===== config.mk =====
export PLATFORM = sky130hd
export DESIGN_NAME = mdio_frame_master
export DESIGN_NICKNAME = d
export VERILOG_FILES = /design/src/rtl/mdio_frame_master.sv
export SDC_FILE = /design/constraint.sdc
export NUM_CORES = 1
export LEC_CHECK = 0
export BUFFER_PORTS_ARGS = -buffer_cell sky130_fd_sc_hd__buf_2
export CELL_PAD_IN_SITES_DETAIL_PLACEMENT = 0
export CELL_PAD_IN_SITES_GLOBAL_PLACEMENT = 1
export CORE_UTILIZATION = 36
export DETAILED_ROUTE_END_ITERATION = 16
export MAX_ROUTING_LAYER = met4
export PLACE_DENSITY_LB_ADDON = 0.1
export SLEW_MARGIN = 20
export SYNTH_ARGS = -nofsm -noshare
export SYNTH_HDL_FRONTEND = slang
export SYNTH_SLANG_ARGS = --single-unit

===== constraint.sdc =====
create_clock -name clk -period 1.7 [get_ports clk]
set_clock_uncertainty 0.1 [all_clocks]
set_input_delay 0.17 -clock clk [delete_from_list [all_inputs] [get_ports clk]]
set_output_delay 0.17 -clock clk [all_outputs]
set_load 0.03 [all_outputs]

===== src/rtl/mdio_frame_master.sv =====
module mdio_frame_master #(
  parameter int CLK_DIV  = 2,
  parameter int PRE_BITS = 32
) (
  input  logic        clk,
  input  logic        rst_n,
  input  logic        reg_wr,
  input  logic [31:0] reg_wdata,
  output logic [31:0] reg_rdata,
  output logic        busy,
  output logic        irq,
  output logic        mdc,
  output logic        mdio_o,
  output logic        mdio_oe,
  input  logic        mdio_i
);
  localparam int STEPS = PRE_BITS + 32;
  localparam int SW    = $clog2(STEPS);
  localparam int DW    = (CLK_DIV > 1) ? $clog2(CLK_DIV) : 1;
  localparam logic [SW-1:0] S_PRE  = SW'(PRE_BITS);
  localparam logic [SW-1:0] S_TA2  = SW'(PRE_BITS + 15);
  localparam logic [SW-1:0] S_DAT  = SW'(PRE_BITS + 16);
  localparam logic [SW-1:0] S_LAST = SW'(STEPS - 1);
  localparam logic [DW-1:0] C_LAST = DW'(CLK_DIV - 1);

  logic [31:0]   shreg;
  logic [SW-1:0] step;
  logic [DW-1:0] cnt;
  logic          busy_q, mdc_q, rd_q, rx_q, irq_q;
  logic          tick;

  assign tick = busy_q && (cnt == C_LAST);

  always_ff @(posedge clk) begin
    if (!rst_n) begin
      shreg  <= '0;
      step   <= '0;
      cnt    <= '0;
      busy_q <= 1'b0;
      mdc_q  <= 1'b0;
      rd_q   <= 1'b0;
      rx_q   <= 1'b0;
      irq_q  <= 1'b0;
    end else begin
      irq_q <= 1'b0;
      if (reg_wr) begin
        shreg  <= reg_wdata;
        rd_q   <= reg_wdata[29];
        busy_q <= 1'b1;
        step   <= '0;
        cnt    <= '0;
        mdc_q  <= 1'b0;
      end else if (tick) begin
        cnt   <= '0;
        mdc_q <= ~mdc_q;
        if (!mdc_q) begin
          rx_q <= mdio_i;
        end else begin
          if (step >= S_PRE)
            shreg <= {shreg[30:0], (rd_q && step >= S_DAT) ? rx_q : shreg[31]};
          if (step == S_LAST) begin
            busy_q <= 1'b0;
            irq_q  <= 1'b1;
          end else begin
            step <= step + 1'b1;
          end
        end
      end else if (busy_q) begin
        cnt <= cnt + 1'b1;
      end
    end
  end

  assign reg_rdata = shreg;
  assign busy      = busy_q;
  assign irq       = irq_q;
  assign mdc       = mdc_q;
  assign mdio_o    = !busy_q || (step < S_PRE) || shreg[31];
  assign mdio_oe   = busy_q && !(rd_q && step >= S_TA2);
endmodule


* Word level (Yosys, flattened, before mapping)
Index checks and enable logic that the tools add are counted.
Widths: inputs -> output; s select.
** Storage, ports and cells
- Input bits :: 36
- Output and inout bits :: 37
- Memories kept :: 0
- Register bits :: 44
- Bits in writable memories :: 0
- ROM bits :: 0
- Latch bits :: 0
** Operators by class
- Shift operators :: 0
- Multiply operators :: 0
- Bitwise operators :: 5
- Reduce and logical (&&, ||, !) cells :: 19
- $lt $le $gt $ge :: 4
- Add/subtract/negate cells :: 2
- Mux-type cells :: 10
- Eq/ne operators :: 1
- Divide/modulo/power cells :: 0
** Operators by type and width (count)
- $mux 32 :: 4
- $ge 6x6->1 const B :: 3
- $reduce_and 3->1 :: 4
- $reduce_bool 2->1 :: 4
- $add 6x1->6 const B :: 1
- $eq 6x6->1 const B :: 1
- $lt 6x6->1 const B :: 1
- $mux 1 :: 6
- $not 1->1 :: 5
- $logic_and 1x1->1 :: 4
- $reduce_or 4->1 :: 1
- $reduce_or 3->1 :: 1
- $logic_not 1->1 :: 2
- $logic_or 1x1->1 :: 2
- $reduce_or 2->1 :: 1
- $add 1x1->1 const B :: 1

* Depth between registers and ports, before layout
Gate-level depths: netlist of run 1.
- Depth in word-level cells :: 7
- Gate-level depth with buffers :: 5
- Depth with buffers taken out :: 4

* Least setup slack after synthesis of run 1
OpenSTA, ideal clock, no wires.
- Path type :: reg-to-reg
- Start point :: register busy_q (netlist: busy)
- End point :: register shreg[31] (netlist: reg_rdata[31])
- Data arrival time :: 1350 ps
- Stages on the path, launching flop included :: 6
- Buffers on the path :: 2
- Library setup time :: 133 ps
- Setup slack :: 117 ps
- Clock period less this slack :: 1583 ps
- Cells stage by stage :: dfxtp_1 > buf_2 > nand4_1 > buf_4 > mux2i_1 > a21oi_1
** Between the ends
- Word-level cells in the longest chain between the ends :: 3
** RTL lines
- start: declaration :: line 29 : logic busy_q, mdc_q, rd_q, rx_q, irq_q;
- start signal: assignment :: line 39 : busy_q <= 1'b0;
- start signal: assignment :: line 49 : busy_q <= 1'b1;
- start signal: assignment :: line 62 : busy_q <= 1'b0;
- $logic_and 1x1->1 :: line 32 : assign tick = busy_q && (cnt == C_LAST);
- $reduce_bool 2->1 (no line)
- $reduce_and 3->1 (no line)
- end signal: assignment :: line 47 : shreg <= reg_wdata;
- end signal: assignment :: line 60 : shreg <= {shreg[30:0], (rd_q && step >= S_DAT) ? rx_q : shreg[31]};
- end: declaration :: line 26 : logic [31:0] shreg;
Every way passes these cells.
A chain may end at the register's enable or synchronous reset.

* Final worst setup path of run 1
- Start point :: register step[0]
- End point :: output mdio_oe
** Between the ends
- Word-level cells in the longest chain between the ends :: 4
** RTL lines
- start: declaration :: line 27 : logic [SW-1:0] step;
- start signal: assignment :: line 65 : step <= step + 1'b1;
- $ge 6x6->1 :: line 79 : assign mdio_oe = busy_q && !(rd_q && step >= S_TA2);
- $logic_and 1x1->1 :: line 79
- $logic_not 1->1 :: line 79
- $logic_and 1x1->1 :: line 79
- end: declaration :: line 14 : output logic mdio_oe,
Every way passes these cells.

==> results of run 1 <==
-- worst min-delay path, cell delays in order --
cell                      delay [ps]
sky130_fd_sc_hd__buf_2            70
sky130_fd_sc_hd__nand3_1          60
sky130_fd_sc_hd__o31ai_1          60
-- what timing repair did --
action	in CTS	in global routing
hold endpoints to repair	0	0
gates resized for setup	8	0
setup endpoints to repair	1	1
pin swaps	1	1
setup buffers	3	0
-- synth_stat cells, types with 3 or more instances --
master	n
sky130_fd_sc_hd__nor2_1	3
sky130_fd_sc_hd__o21ai_0	31
sky130_fd_sc_hd__buf_4	3
sky130_fd_sc_hd__nand3_1	4
sky130_fd_sc_hd__nand2_1	6
sky130_fd_sc_hd__dfxtp_1	44
sky130_fd_sc_hd__buf_2	3
sky130_fd_sc_hd__clkbuf_1	11
sky130_fd_sc_hd__nand4_1	4
sky130_fd_sc_hd__mux2i_1	34
sky130_fd_sc_hd__a21oi_1	34
sky130_fd_sc_hd__a311oi_1	3
-- stage by stage --
| step | power (mW) | area [µm²] |
|---|---|---|
| after detailed placement | 1.51 | 2350 |
| after global routing | 2.30 | 2490 |
| final | 2.18 | 2490 |
| after global placement | 1.51 | 2350 |
| after CTS | 2.22 | 2490 |
| after floorplan | 1.39 | 1970 |
-- state kept, by name, summed over array words and instances, names as in the netlist --
signal,count
reg_rdata,32
rx_q,1
cnt,1
mdc,1
step,6
busy,1
rd_q,1
irq,1
-- per-layer routing --
layer	vias up	share of wire, %	GRT usage [%]
met1	766	49	21.8
met4	0	1.2	5.77
met2	51	44	25.8
met5	-	0	-
li1	909	-	-
met3	5	5.7	3.61
-- logic make-up (layout without fill, tap and decap cells) --
| logic type | Yosys count | after routing | synth area share [%] |
|---|---|---|---|
| buffers and inverters | 21 | 88 | 5.59 |
| AOI/OAI and AO/OA | 77 | 77 | 21.0 |
| adders and majority gates | 1 | 1 | 0.636 |
| muxes | 34 | 34 | 17.3 |
| DFF | 44 | 44 | 44.8 |
| and+or+nand+nor | 32 | 32 | 9.79 |
| xor gates and xnor gates | 2 | 2 | 0.890 |
-- worst min path at each step --
stage / from / to / slack (ps)
5_1_grt: reg_wdata[0] / reg_rdata[0] / 30
6_report: reg_wdata[0] / reg_rdata[0] / 7
2_1_floorplan: reg_wdata[0] / reg_rdata[0] / 210
3_5_place_dp: reg_wdata[0] / reg_rdata[0] / 310
3_3_place_gp: reg_wdata[0] / reg_rdata[0] / 310
4_1_cts: reg_wdata[0] / reg_rdata[0] / 2
-- layout make-up --
| class | instances | area share, % |
|---|---|---|
| Clock buffer | 7 | 3.87 |
| Inverter | 1 | 0.151 |
| Multi-Input combinational cell | 146 | 39.9 |
| Sequential cell | 44 | 35.4 |
| Tap cell | 70 | 3.51 |
| Timing Repair Buffer | 80 | 17.1 |
-- report_power, final --
| part | internal [mW] | total [mW] | switching, mW |
|---|---|---|---|
| registers | 1.09 | 1.14 | 0.0495 |
| logic | 0.126 | 0.343 | 0.218 |
| clock network | 0.362 | 0.700 | 0.337 |
==> impl_metrics.csv, run 1 <==
group,metric,value,unit
final_layout,syn_to_final_growth,26.6,%
final_layout,finish.utilization,48.2,%
clocking,cts.sinks,44,
worst_setup_path,path_delay_family,"flip-flops",
worst_setup_path,critical_path.slowest_cell,"sky130_fd_sc_hd__dfxtp_2",
timing,finalSetupViolations,0,
worst_setup_path,peak_fanout_along_the_critical_path,3,
logic_synthesis,synthFlopType,"sky130_fd_sc_hd__dfxtp_1",
placed_design,pre_cts_ws,112,ps
routing,drc,0,
routing,route.vias.total,1731,
placed_design,placement.io_buffers,72,
final_layout,multi_input_gate_area,995,µm²
timing,final.period_utilization,98.5,%
min_path,whs_path_depth,3,
clocking,path_clk_slew,80,ps
timing,maxSlewHeadroom,64.6,%
worst_setup_path,crit-reg2reg-launch,"step[0]",
worst_setup_path,crit_path_end_kind,"primary output",
placed_design,final_weighted_congestion_of_routability_driven_global_placement,0.845,
grt,grt_max_degree,63,
die,initial_utilization,38.1,%
final_layout,finalNonFillerCells,348,
die,io_pins,73,
timing,timing_hold_violations_final,0,
placed_design,dpl.cell_count,338,
final_layout,layout.cells.most_common,"sky130_fd_sc_hd__buf_2",
clocking,htree_num_levels,2,
final_layout,area.sequential,883,µm²
logic_synthesis,synthDominantCellAreaShare,44.8,%
worst_setup_path,crit_path_start_kind,"flip-flop",
worst_setup_path,worstPathArrival,1400,ps
routing,firstDrtPassIters,4,
timing,timing_max_transition_violations_final,0,
timing,period_needed,1670,ps
worst_setup_path,ff2ff_setup_slack,130,ps
grt,first_pass_grt_wire_length,7710,µm
logic_synthesis,syn_inst,211,
worst_setup_path,timing.critical_path.buf_inv,1,
grt,via_count_of_the_first_global_routing_pass,1576,
worst_setup_path,worst_setup_path_endpoint,"mdio_oe",
routing,drt_first_iter_violations,80,
clocking,root_buffer_cell,"sky130_fd_sc_hd__clkbuf_8",
die,fp.dieArea,5770,µm²
flow_run,max_cap_viol_count,0,
grt,globalRouteOverflowTotal,0,
final_layout,antenna-diode-count,0,
die,die-height,75.9,µm
logic_synthesis,post_synthesis_cell_type_with_the_largest_combined_area,"sky130_fd_sc_hd__dfxtp_1",
logic_synthesis,yosys_register_bits,44,
worst_setup_path,cp_cell_instances,"ha_4 > and3_4 > o211ai_1 > and2_1 > buf_6",
logic_synthesis,synth_area_per_cell,9.33,µm²
min_path,worstHoldPathType,"in2reg",
timing,rsz0062_at_grt,"yes",
final_layout,fraction_of_final_layout_cells_sized_beyond_drive_strength_1,33.1,%
logic_synthesis,synth_nets,248,
worst_setup_path,critPathKind,"reg2out",
timing,setup-tns-final,0,ps
routing,routedWlPerCell,12.8,µm
worst_setup_path,crit_cells,5,
logic_synthesis,synth-seq-area-share,44.8,%
die,core.rowCount,26,
timing,fin_hold_ws,6.55,ps
clocking,cts-buffers-inserted,5,
timing,tightest_slew,532,ps
timing,max_clock_freq,0.597,GHz
worst_setup_path,reg2regPathDepth,5,
grt,initial_antenna_violation_count,0,
power,total_leakage_power,1.26,nW
logic_synthesis,synth.distinct_cells,36,
run_status,run_status,"finished, final reports clean",
logic_synthesis,yosysWarnings,0,
logic_synthesis,netlist_top_cells_area,"sky130_fd_sc_hd__dfxtp_1 (45%), sky130_fd_sc_hd__mux2i_1 (17%), sky130_fd_sc_hd__a21oi_1 (8.6%)",
logic_synthesis,number_of_enable_type_register_cells_in_the_synthesized_netlist,0,
final_layout,num-fill-cells,520,
worst_setup_path,cp_slowest_stage_delay,340,ps
clocking,insertion_delay,290,ps
clocking,cts_tree,"yes",
power,power.ir.vdd_worst,0.395,mV
clocking,cts.path.max_buffers,2,
logic_synthesis,synth-async-reset-ratio,0,%
placed_design,post_detailed_placement_half_perimeter_wirelength,2960,µm
grt,global_route.usage.total,16.8,%
final_layout,finish.net_count,315,
routing,ant_nets,0,
logic_synthesis,mappedNetlistArea,1970,µm²
worst_setup_path,worst_reg2reg_path_endpoint,"step[0]",
routing,postRouteWirelength,4460,µm
worst_setup_path,required,1430,ps
power,areal_power_density_over_the_cells,875,nW/µm²
worst_setup_path,worst_setup_path_startpoint,"step[0]",
clocking,cts_hold_repair.buffers,0,
routing,drt-vias-per-instance,4.97,
final_layout,layout_common_cells,"sky130_fd_sc_hd__buf_2 (71), sky130_fd_sc_hd__dfxtp_1 (42), sky130_fd_sc_hd__mux2i_1 (34), sky130_fd_sc_hd__a21oi_1 (34), sky130_fd_sc_hd__o21ai_0 (31)",
die,dieWidth,75.9,µm
timing,final_critical_path_setup_slack,25.8,ps
die,fp.coreArea,5170,µm²
No activity file was read; power rests on OpenSTA's default activity.
==> run 2: changes to the inputs <==
- ABC_AREA: default -> 1
- CAP_MARGIN: default -> 25
- CORE_UTILIZATION: 36 -> 35
==> run 2 against run 1 <==
  * Total power fell by 6.1%
  * Core utilization fell by 2.2 points
  * Setup slack better by 49 ps
  * Maximum frequency up 3.0%
  * Critical path depth stayed put
  * Critical endpoint unchanged
  * Largest cell class unchanged
==> impl_metrics.csv, run 2 <==
group,metric,value,unit
logic_synthesis,synth-async-reset-ratio,0,%
die,io_pins,73,
logic_synthesis,synth_area_per_cell,7.70,µm²
power,areal_power_density_over_the_cells,798,nW/µm²
worst_setup_path,critical_path.slowest_cell,"sky130_fd_sc_hd__dfxtp_2",
worst_setup_path,worstPathArrival,1360,ps
worst_setup_path,crit_path_start_kind,"flip-flop",
worst_setup_path,critPathKind,"reg2out",
logic_synthesis,synth_nets,304,
logic_synthesis,mappedNetlistArea,2060,µm²
grt,via_count_of_the_first_global_routing_pass,1714,
final_layout,layout.cells.most_common,"sky130_fd_sc_hd__buf_2",
clocking,insertion_delay,300,ps
logic_synthesis,synth.distinct_cells,27,
final_layout,syn_to_final_growth,24.7,%
logic_synthesis,yosysWarnings,0,
final_layout,antenna-diode-count,0,
clocking,root_buffer_cell,"sky130_fd_sc_hd__clkbuf_8",
power,power.ir.vdd_worst,0.293,mV
worst_setup_path,cp_slowest_stage_delay,340,ps
timing,rsz0062_at_grt,"no",
placed_design,placement.io_buffers,72,
grt,globalRouteOverflowTotal,0,
die,fp.dieArea,6190,µm²
worst_setup_path,worst_setup_path_startpoint,"step[1]",
flow_run,max_cap_viol_count,0,
worst_setup_path,crit_path_end_kind,"primary output",
placed_design,final_weighted_congestion_of_routability_driven_global_placement,0.748,
logic_synthesis,yosys_register_bits,44,
logic_synthesis,number_of_enable_type_register_cells_in_the_synthesized_netlist,0,
final_layout,fraction_of_final_layout_cells_sized_beyond_drive_strength_1,36.6,%
die,initial_utilization,36.9,%
clocking,cts_tree,"yes",
grt,first_pass_grt_wire_length,8150,µm
clocking,htree_num_levels,2,
min_path,worstHoldStart,"mdio_i",
timing,timing_hold_violations_final,0,
worst_setup_path,required,1430,ps
die,die-height,78.7,µm
logic_synthesis,netlist_top_cells_area,"sky130_fd_sc_hd__dfxtp_1 (43%), sky130_fd_sc_hd__nor2_1 (13%), sky130_fd_sc_hd__nor3_2 (13%)",
final_layout,finish.net_count,376,
die,fp.coreArea,5570,µm²
routing,drt_first_iter_violations,75,
final_layout,layout_common_cells,"sky130_fd_sc_hd__buf_2 (71), sky130_fd_sc_hd__nor2_1 (70), sky130_fd_sc_hd__dfxtp_1 (42)",
timing,finalSetupViolations,0,
min_path,worstHoldPathType,"in2reg",
timing,period_needed,1630,ps
clocking,cts.path.max_buffers,2,
clocking,cts-buffers-inserted,5,
routing,ant_nets,0,
die,core.rowCount,27,
logic_synthesis,synth-seq-area-share,42.8,%
die,dieWidth,78.7,µm
timing,setup-tns-final,0,ps
routing,drt-vias-per-instance,4.72,
logic_synthesis,syn_inst,267,
worst_setup_path,crit-reg2reg-launch,"busy",
timing,timing_max_transition_violations_final,0,
placed_design,post_detailed_placement_half_perimeter_wirelength,3610,µm
grt,grt_max_degree,35,
timing,maxSlewHeadroom,77.6,%
routing,firstDrtPassIters,4,
timing,tightest_slew,334,ps
routing,drc,0,
routing,postRouteWirelength,5090,µm
timing,max_clock_freq,0.615,GHz
run_status,run_status,"finished, final reports clean",
routing,routedWlPerCell,12.4,µm
logic_synthesis,post_synthesis_cell_type_with_the_largest_combined_area,"sky130_fd_sc_hd__dfxtp_1",
logic_synthesis,synth.most_common_cell,"sky130_fd_sc_hd__nor2_1",
final_layout,number_of_flip_flops_under_the_largest_register_name,32,
clocking,path_clk_slew,80,ps
clocking,cts.sinks,44,
timing,final.period_utilization,95.6,%
routing,route.vias.total,1939,
power,totalPowerFinal,2.05,mW
logic_synthesis,ys_top_cells_by_count,"sky130_fd_sc_hd__nor2_1 (71), sky130_fd_sc_hd__dfxtp_1 (44), sky130_fd_sc_hd__nand2_1 (33)",
worst_setup_path,peak_fanout_along_the_critical_path,3,
grt,initial_antenna_violation_count,0,
grt,global_route.usage.total,17.6,%
logic_synthesis,synthDominantCellAreaShare,42.8,%
power,total_leakage_power,1.19,nW
worst_setup_path,cp_cell_instances,"ha_2 > nand2_1 > nor2_2 > a311oi_2 > buf_4",
logic_synthesis,synthFlopType,"sky130_fd_sc_hd__dfxtp_1",
==> run 2: cell count changes after synthesis, sizes merged, moves of 4 or more <==
cell,before,now
a21oi,34,9
clkbuf,12,4
inv,0,15
mux2i,34,0
nand2,6,34
nand3,4,8
nor2,3,73
nor3,1,28
==> run 2: critical path: cells and delay by family (launching register included) <==
kind / cells / cell delay [ps]
AO/OA/AOI/OAI: 1 / 110
buffers and inverters: 1 / 190
adder cells (fa/ha/maj): 1 / 190
AND/OR/NAND/NOR: 2 / 230
flip-flops: 1 / 340
==> run 2: report_power, final <==
group          internal [mW]  total [mW]  leakage (nW)  switching [mW]
Clock                  0.280       0.629        0.0410           0.349
Combinational          0.110       0.318         0.791           0.207
Sequential              1.07        1.10         0.359          0.0314
==> run 2: repair_timing <==
action	CTS	global route
buffers inserted	0	1
pin swaps	0	1
gates resized for setup	2	4
endpoints found under the setup margin	1	2
hold buffers	0	0
==> run 2: final cells by class <==
cell class | instances | area (µm²)
fill | 616 | 3010
multi-input combinational | 195 | 1040
sequential | 44 | 883
timing repair buffer | 78 | 408
tap | 72 | 90.1
clock buffer | 6 | 72.6
inverter | 15 | 61.3
clock inverter | 1 | 5.00
==> run 2: path summary, 6_finish.rpt <==
check,cells after the start,endpoint,slack [ps]
worst max-delay path,5,mdio_oe,70
worst min register to register,2,reg_rdata[0],390
worst max register to register,7,reg_rdata[27],190
worst min-delay path,3,rx_q,30
==> run 2: routing by layer <==
layer | GRT usage (%) | routed length [µm] | vias to the layer above
met2 | 25.7 | 2280 | 46
met1 | 23.5 | 2510 | 872
met4 | 6.11 | 69 | 0
met3 | 4.30 | 231 | 8
li1 | - | - | 1013
met5 | - | 0 | -
==> run 2: cell families after synthesis <==
kind of cell | after synthesis | share of synthesized area (%)
and+or+nand+nor | 145 | 36.9
AOI/OAI and AO/OA | 47 | 11.9
DFF | 44 | 42.8
buffers and inverters | 28 | 6.93
xor gates and xnor gates | 2 | 0.852
adders and majority gates | 1 | 0.608
==> run 2: per-stage QoR <==
stage / instances / util (%) / hold WS [ps] / worst slack (ps) / instance area (µm²)
after floorplan: 267 / - / 233 / 114 / 2060
after global placement: 403 / 44.3 / 347 / 221 / 2470
after detailed placement: 403 / 44.3 / 352 / 130 / 2470
after CTS: 410 / 45.7 / 28.7 / 20.1 / 2550
after global routing: 411 / 46.0 / 44.3 / 10.3 / 2560
final: 411 / 46.0 / 33.4 / 74.5 / 2560
